$ cat src/rtl/cfgld_pkg.sv
package cfgld_pkg;

   typedef enum logic [1:0] {
      CFG_OK        = 2'd0,
      CFG_DONE_HI   = 2'd1,
      CFG_LOAD_FAIL = 2'd2
   } cfg_stat_e;

   typedef enum logic [3:0] {
      S_IDLE,
      S_PROG,
      S_CLEAR,
      S_HUNT,
      S_BSET,
      S_BHI,
      S_BLO,
      S_FETCH,
      S_THI,
      S_TLO,
      S_FINAL
   } ld_state_e;

endpackage

$ cat src/rtl/cfgld_timer.sv
module cfgld_timer #(
   parameter int W = 8
) (
   input  logic         clk,
   input  logic         rst_n,
   input  logic         load,
   input  logic [W-1:0] val,
   output logic         last
);

   logic [W-1:0] cnt_q;

   always_ff @(posedge clk or negedge rst_n) begin
      if (!rst_n)              cnt_q <= '0;
      else if (load)           cnt_q <= val;
      else if (cnt_q != '0)    cnt_q <= cnt_q - 1'b1;
   end

   assign last = (cnt_q == '0);

endmodule

$ cat src/rtl/cfgld_shifter.sv
module cfgld_shifter #(
   parameter int DW = 8
) (
   input  logic          clk,
   input  logic          rst_n,
   input  logic          clr,
   input  logic          load,
   input  logic          shift,
   input  logic [DW-1:0] par_in,
   output logic          ser,
   output logic          last
);

   localparam int BW = $clog2(DW);

   logic [DW-1:0] sh_q;
   logic [BW-1:0] bit_q;

   always_ff @(posedge clk or negedge rst_n) begin
      if (!rst_n) begin
         sh_q  <= '0;
         bit_q <= '0;
      end else if (clr) begin
         sh_q  <= '0;
         bit_q <= '0;
      end else if (load) begin
         sh_q  <= par_in;
         bit_q <= BW'(DW - 1);
      end else if (shift) begin
         sh_q  <= {sh_q[DW-2:0], 1'b0};
         bit_q <= bit_q - 1'b1;
      end
   end

   assign ser  = sh_q[DW-1];
   assign last = (bit_q == '0);

endmodule

$ cat src/rtl/cfg_serial_loader.sv
module cfg_serial_loader
   import cfgld_pkg::*;
#(
   parameter int          LEN_W     = 16,
   parameter int          DW        = 8,
   parameter int          PHASE_CYC = 2,
   parameter int          CLR_DLY   = 50,
   parameter int          FIN_DLY   = 100,
   parameter int          TRAIL_CLK = 5,
   parameter logic [DW-1:0] MARK    = '1
) (
   input  logic             clk,
   input  logic             rst_n,
   input  logic             start,
   input  logic [LEN_W-1:0] byte_cnt,
   input  logic             in_valid,
   input  logic [DW-1:0]    in_data,
   output logic             in_ready,
   output logic             cfg_prog_n,
   output logic             cfg_cclk,
   output logic             cfg_din,
   input  logic             cfg_done,
   output logic             busy,
   output logic             cpl,
   output logic [1:0]       status
);

   localparam int TMAX = (CLR_DLY > FIN_DLY) ?
                         ((CLR_DLY > PHASE_CYC) ? CLR_DLY : PHASE_CYC) :
                         ((FIN_DLY > PHASE_CYC) ? FIN_DLY : PHASE_CYC);
   localparam int TW   = $clog2(TMAX + 1);
   localparam int TRW  = $clog2(TRAIL_CLK + 1);
   localparam logic [TW-1:0] T_PH  = TW'(PHASE_CYC - 1);
   localparam logic [TW-1:0] T_CLR = TW'(CLR_DLY - 1);
   localparam logic [TW-1:0] T_FIN = TW'(FIN_DLY - 1);

   generate
      if (PHASE_CYC < 1 || CLR_DLY < 1 || FIN_DLY < 1) begin : g_bad_timing
         $error("cfg_serial_loader: phase and delay lengths must be at least 1");
      end
      if (TRAIL_CLK < 1 || DW < 2 || LEN_W < 1) begin : g_bad_shape
         $error("cfg_serial_loader: TRAIL_CLK, DW or LEN_W out of range");
      end
   endgenerate

   ld_state_e        st_q, st_d;
   logic [LEN_W-1:0] rem_q;
   logic [TRW-1:0]   tr_q;
   cfg_stat_e        stat_q;
   logic             cpl_q;

   logic             t_load, t_last;
   logic [TW-1:0]    t_val;
   logic             s_clr, s_load, s_shift, s_ser, s_last;
   logic             rem_ld, rem_dec, tr_ld, tr_dec, post;
   cfg_stat_e        post_code;
   logic             take;

   cfgld_timer #(.W(TW)) u_timer (
      .clk  (clk),
      .rst_n(rst_n),
      .load (t_load),
      .val  (t_val),
      .last (t_last)
   );

   cfgld_shifter #(.DW(DW)) u_shift (
      .clk   (clk),
      .rst_n (rst_n),
      .clr   (s_clr),
      .load  (s_load),
      .shift (s_shift),
      .par_in(in_data),
      .ser   (s_ser),
      .last  (s_last)
   );

   assign in_ready = (st_q == S_HUNT) || (st_q == S_FETCH);
   assign take     = in_ready && in_valid;

   always_comb begin
      st_d      = st_q;
      t_load    = 1'b0;
      t_val     = T_PH;
      s_clr     = 1'b0;
      s_load    = 1'b0;
      s_shift   = 1'b0;
      rem_ld    = 1'b0;
      rem_dec   = 1'b0;
      tr_ld     = 1'b0;
      tr_dec    = 1'b0;
      post      = 1'b0;
      post_code = CFG_OK;
      unique case (st_q)
         S_IDLE: if (start) begin
            st_d   = S_PROG;
            t_load = 1'b1;
            rem_ld = 1'b1;
         end
         S_PROG: if (t_last) begin
            st_d   = S_CLEAR;
            t_load = 1'b1;
            t_val  = T_CLR;
         end
         S_CLEAR: if (t_last) begin
            if (cfg_done) begin
               st_d      = S_IDLE;
               post      = 1'b1;
               post_code = CFG_DONE_HI;
               s_clr     = 1'b1;
            end else if (rem_q == '0) begin
               st_d   = S_THI;
               t_load = 1'b1;
               tr_ld  = 1'b1;
            end else begin
               st_d = S_HUNT;
            end
         end
         S_HUNT: if (take) begin
            rem_dec = 1'b1;
            if (in_data == MARK) begin
               st_d   = S_BSET;
               s_load = 1'b1;
               t_load = 1'b1;
            end else if (rem_q == LEN_W'(1)) begin
               st_d   = S_THI;
               t_load = 1'b1;
               tr_ld  = 1'b1;
            end
         end
         S_FETCH: if (take) begin
            rem_dec = 1'b1;
            st_d    = S_BSET;
            s_load  = 1'b1;
            t_load  = 1'b1;
         end
         S_BSET: if (t_last) begin
            st_d   = S_BHI;
            t_load = 1'b1;
         end
         S_BHI: if (t_last) begin
            st_d   = S_BLO;
            t_load = 1'b1;
         end
         S_BLO: if (t_last) begin
            if (!s_last) begin
               st_d    = S_BSET;
               s_shift = 1'b1;
               t_load  = 1'b1;
            end else if (rem_q == '0) begin
               st_d   = S_THI;
               t_load = 1'b1;
               tr_ld  = 1'b1;
            end else begin
               st_d = S_FETCH;
            end
         end
         S_THI: if (t_last) begin
            st_d   = S_TLO;
            t_load = 1'b1;
         end
         S_TLO: if (t_last) begin
            tr_dec = 1'b1;
            t_load = 1'b1;
            if (tr_q == TRW'(1)) begin
               st_d  = S_FINAL;
               t_val = T_FIN;
            end else begin
               st_d = S_THI;
            end
         end
         S_FINAL: if (t_last) begin
            st_d      = S_IDLE;
            post      = 1'b1;
            post_code = cfg_done ? CFG_OK : CFG_LOAD_FAIL;
            s_clr     = 1'b1;
         end
         default: st_d = S_IDLE;
      endcase
   end

   always_ff @(posedge clk or negedge rst_n) begin
      if (!rst_n) begin
         st_q   <= S_IDLE;
         rem_q  <= '0;
         tr_q   <= '0;
         stat_q <= CFG_OK;
         cpl_q  <= 1'b0;
      end else begin
         st_q  <= st_d;
         cpl_q <= post;
         if (rem_ld)       rem_q <= byte_cnt;
         else if (rem_dec) rem_q <= rem_q - 1'b1;
         if (tr_ld)        tr_q  <= TRW'(TRAIL_CLK);
         else if (tr_dec)  tr_q  <= tr_q - 1'b1;
         if (rem_ld)       stat_q <= CFG_OK;
         else if (post)    stat_q <= post_code;
      end
   end

   assign busy       = (st_q != S_IDLE);
   assign cpl        = cpl_q;
   assign status     = stat_q;
   assign cfg_prog_n = (st_q != S_PROG);
   assign cfg_cclk   = (st_q == S_BHI) || (st_q == S_THI);
   assign cfg_din    = s_ser;

endmodule

$ cat config.mk
export PLATFORM = sky130hd
export DESIGN_NAME = cfg_serial_loader
export DESIGN_NICKNAME = d
export VERILOG_FILES = /design/src/rtl/cfgld_pkg.sv /design/src/rtl/cfgld_timer.sv /design/src/rtl/cfgld_shifter.sv /design/src/rtl/cfg_serial_loader.sv
export SDC_FILE = /design/constraint.sdc
export NUM_CORES = 1
export LEC_CHECK = 0
export ABC_CLOCK_PERIOD_IN_PS = 3650
export BUFFER_PORTS_ARGS = -buffer_cell sky130_fd_sc_hd__buf_2
export CORE_MARGIN = 10
export CORE_UTILIZATION = 49
export CTS_BUF_LIST = sky130_fd_sc_hd__clkbuf_8 sky130_fd_sc_hd__clkbuf_16
export CTS_CLUSTER_SIZE = 14
export DETAILED_ROUTE_END_ITERATION = 6
export HOLD_SLACK_MARGIN = 0.05
export PLACE_DENSITY = 0.69
export SLEW_MARGIN = 20
export SYNTH_ARGS = -nofsm -noshare
export SYNTH_HDL_FRONTEND = slang
export SYNTH_HIERARCHICAL = 1
export SYNTH_SLANG_ARGS = --single-unit
$ cat constraint.sdc
create_clock -name clk -period 3.65 [get_ports clk]
set_input_delay 0.73 -clock clk [delete_from_list [all_inputs] [get_ports clk]]
set_output_delay 0.73 -clock clk [all_outputs]
set_load 0.02 [all_outputs]
-- Word-level counts from Yosys, hierarchy flattened
Index checks and enable logic that the tools add are counted.
- bits in registers: 44
- output and inout port bits: 8
- word-level logic and storage cells: 126
- add/subtract/negate cells: 4
- eq/ne operators: 26
- muxes and demuxes: 71
- reduce and logical (&&, ||, !) cells: 17
- operator list (operator ; number):
    $mux 4 ; 17
    $pmux 4 s11 ; 1
    $mux 16 ; 2
    $mux 7 ; 4
    $mux 1 ; 27
    $mux 8 ; 3
    $ne 2x2->1 const B ; 11
    $eq 16x1->1 const B ; 1
    $eq 4x3->1 const B ; 4
    $logic_not 16->1 ; 1
    $sub 16x1->16 const B ; 1
    $mux 3 ; 5
    $pmux 7 s2 ; 1
    $eq 4x4->1 const B ; 3
    $reduce_and 12->1 ; 1
    $mux 2 ; 5
    $eq 4x2->1 const B ; 2
    $eq 8x8->1 const B ; 1
    $reduce_bool 2->1 ; 4
    $logic_not 7->1 ; 1
    $reduce_bool 7->1 ; 1
    $sub 7x1->7 const B ; 1
    $mux 6 ; 1
    $pmux 1 s6 ; 1
    16 further kinds ; 19

-- Depth between registers and ports, before layout
- depth in word-level cells: 7
- depth in mapped cells: 10

-- Cells and area by module
Netlist, hierarchy kept.
- modules (own cells, without submodules) (module ; times used ; cells an instance ; area an instance (sq um) ; sequential area each (sq um)):
    cfg_serial_loader ; 1 ; 205 ; 1800.5 ; 650.6
    cfgld_shifter ; 1 ; 52 ; 595.6 ; 275.3
    cfgld_timer ; 1 ; 43 ; 434.2 ; 175.2

-- Worst setup path after synthesis
No wires, ideal clock.
- path type: reg-to-reg
- start point: register u_timer.cnt_q[4]
- end point: register u_shift.sh_q[1]
- arrival time: 2.369 ns
- required time: 3.512 ns
- path slack: 1.143 ns
- cell stages (with the launch flop): 8
- clock period less this slack: 2.507 ns
- path through: dfrtp_1 -> or4_4 -> nor2_1 -> inv_1 -> nor3_1 -> a21boi_0 -> clkbuf_1 -> a211oi_1
- word-level cells in the longest chain between the ends: 4
- RTL lines (item ; line ; text):
    start: declaration ; cfgld_timer.sv:11 ; logic [W-1:0] cnt_q;
    start signal: assignment ; cfgld_timer.sv:15 ; else if (load) cnt_q <= val;
    start signal: assignment ; cfgld_timer.sv:16 ; else if (cnt_q != '0) cnt_q <= cnt_q - 1'b1;
    $logic_not 7->1 * ; cfgld_timer.sv:19 ; assign last = (cnt_q == '0);
    via t_last ; cfg_serial_loader.sv:52 ; logic t_load, t_last;
    $mux 1 (on tied branches) ; - ;
    $pmux 1 s2 * ; - ;
    via post ; cfg_serial_loader.sv:55 ; logic rem_ld, rem_dec, tr_ld, tr_dec, post;
    $reduce_bool 3->1 (no line) / $mux 8 (equally long branches) ; - ;
    end signal: assignment ; cfgld_shifter.sv:27 ; sh_q <= par_in;
    end signal: assignment ; cfgld_shifter.sv:30 ; sh_q <= {sh_q[DW-2:0], 1'b0};
    end: declaration ; cfgld_shifter.sv:16 ; logic [DW-1:0] sh_q;
Mark *: on every way through the listed nets, which the timed path passes. The rest lies on a longest branch.
A chain may end at the register's enable or synchronous reset.

-- Final worst setup path
- start point: register u_timer.cnt_q[4]
- end point: register u_shift.sh_q[4]
The elaborated chain is that of the path after synthesis.

==> run metrics <==
drt pass-1 iters=4; final setup TNS=0 ns; post-synthesis async set-or-reset flop share=100.0%; initial DRC count=61; top post-synthesis cells by area=dfrtp_1 (39%), xnor2_1 (5.3%), ha_1 (4.0%), nand2_1 (3.8%), a211oi_1 (2.9%); final critical-path required period=2.779 ns; PostCTS Resize Cnt=0; placed cell count=399; PwrDens=674.2 nW/um^2; Max-Slew Margin vs Limit=62.05%; endpoints failing hold=0; largest net degree at the start of global routing=45; Worst EP arrival=2.95 ns; layout cells sized above 1=22.32%; dpl ws=0.9086 ns; first-pass GRT wire length=10770 um; P_leak=0.001308 uW; area grow syn2layout=14.54%; initial antenna violation count=0; DR WL/cell=15.36 um; top-count cell post-synth=dfrtp_1; Post-Synthesis Cells=300; Clock Path Buffers=2; Sink Count=44; worst-margin pin slew=0.5692 ns; CTS tree=yes; RSZ-0062 raised after global routing=no; die area=9216 sq um; Initial Utilization=51.08%; Worst setup EP type=flop; Routed Antenna Nets=0; status=completed; Worst EP required=3.83 ns; clock-pin slew on the worst setup and hold paths=0.09 ns; fmax=359.9 MHz; Final Skew=0.008291 ns; max-slew violation count=0; IO Port Bufs=36; I/O pins=37; Fill cells=507; Detailed Route WL=6267 um; Final GP Congestion=0.8332; clk root buf=clkbuf_8; post-route cell area=3242 sq um; H-tree depth=2; # Post-CTS Setup Buffers=0; drt drc=0; Setup WS post-layout=0.8713 ns; Hold Crit Class=input pin to async pin; mapped cell area=2830 sq um; Synth top area share=38.90%; Die Wd=96 um; ANT cells=0; crit path kind=flop to flop; # rows=27; hold slack final=0.4091 ns; GRT Residual Overflow=0; Worst Path Max Fanout=12; GR Util All Layers=14.53%; Via Count=2260; Mean Syn Cell Area=9.434 sq um; final net count=373; placed cell area=3055 sq um; register area share after synthesis=38.90%; CP Launch Type=flop; Synth cell types=60; Detail Placement HPWL=4608 um; Synth Flop Type=dfrtp_1; synthesized flop and latch total=44; CP Launch Point=u_timer/cnt_q[4]; via-per-instance ratio=5.539; Max Cap Viol=0; Yosys top cell by area=dfrtp_1; Peak supply drop=0.0003100 V; Post-synth EDFFs=0; Synthesis Warnings=6; vias in the first global route=2309; period utilization=76.13%; fin cells=408; Core Area=5540 sq um; Reg2Reg Launch Point=u_timer/cnt_q[4]; Post-synth top cells=dfrtp_1 (44), nand2_1 (29), nor2_1 (18); Final setup viols=0; Hold Buf Count CTS=0; clk_lat worst skew=0.30 ns; CTS buffer count=5; die height=96 um
==> metal layers <==
layer | vias up | wire, um | track usage, %
met3 | 7 | 308 | 4.202
met4 | 0 | 87 | 4.423
li1 | 1143 | - | -
met2 | 36 | 2978 | 24.05
met1 | 1074 | 2892 | 17.86
met5 | - | 0 | 0
==> stage by stage <==
stage               utilization (%)  power (uW)
finish                        58.51        2186
global route                  58.51        2360
CTS                           58.02        2196
detailed placement            55.15        1668
global placement              55.15        1631
floorplan                         -        1482
==> cell type report <==
cell class	count	area, sq um	area share [%]
flip-flops and latches	44	1101	33.96
well taps	72	90.09	2.779
clock inverters	3	90.09	2.779
repair buffers	40	230.2	7.102
inverters	16	60.06	1.853
multi-input cells	228	1602	49.40
clock buffers	5	68.82	2.123
==> path summary, 6_finish.rpt <==
check | to | slack (ns) | depth (start not counted)
max in group asynchronous | tr_q[2] | 2.73 | 2
min in group clk | tr_q[2] | 0.52 | 2
setup / recovery | u_shift/sh_q[4] | 0.87 | 7
hold reg to reg | tr_q[2] | 0.52 | 2
hold / removal | rem_q[9] | 0.41 | 1
setup reg to reg | u_shift/sh_q[4] | 0.87 | 7
==> placed cells by master (no fill, tap or decap), types with 6 or more instances in the layout <==
master / n
mux2i_1: 7
dfrtp_1: 44
nand2b_1: 7
o21ai_0: 14
xnor2_1: 17
nor3_1: 8
nor2_1: 18
nor2b_2: 7
ha_1: 9
a21oi_1: 12
nand4_1: 6
inv_1: 16
nand2_1: 29
a211oi_1: 11
buf_2: 36
==> logic make-up (layout without fill, tap and decap cells) <==
| group | count (synthesis) | count (layout) | share of synthesized area (%) |
|---|---|---|---|
| simple gates | 117 | 117 | 26.30 |
| compound gates | 70 | 70 | 16.22 |
| xor+xnor | 20 | 20 | 6.189 |
| flops | 44 | 44 | 38.90 |
| buf+inv | 29 | 64 | 4.863 |
| fa+ha+maj | 9 | 9 | 3.979 |
| other cells | 2 | 3 | 0.2654 |
| mux | 9 | 9 | 3.271 |
==> critical path, cell delays in order, from the launching register on <==
cell and delay (ns):
dfrtp_1 0.43, or4_4 0.59, nor2_1 0.36, inv_1 0.16, nor3_1 0.50, a21boi_0 0.32, buf_4 0.23, a211oi_1 0.06
==> sequential cells by signal, summed over array words and instances (netlist names) <==
signal	flops
cpl	1
rem_q	16
st_q	4
status	2
tr_q	3
u_shift/bit_q	3
u_shift/sh_q	8
u_timer/cnt_q	7
==> power breakdown <==
| group | switching [uW] | internal (uW) |
|---|---|---|
| Clock | 176 | 342 |
| Combinational | 358 | 365 |
| Sequential | 256 | 688 |
Note: power is estimated with default switching activity, not from simulation.
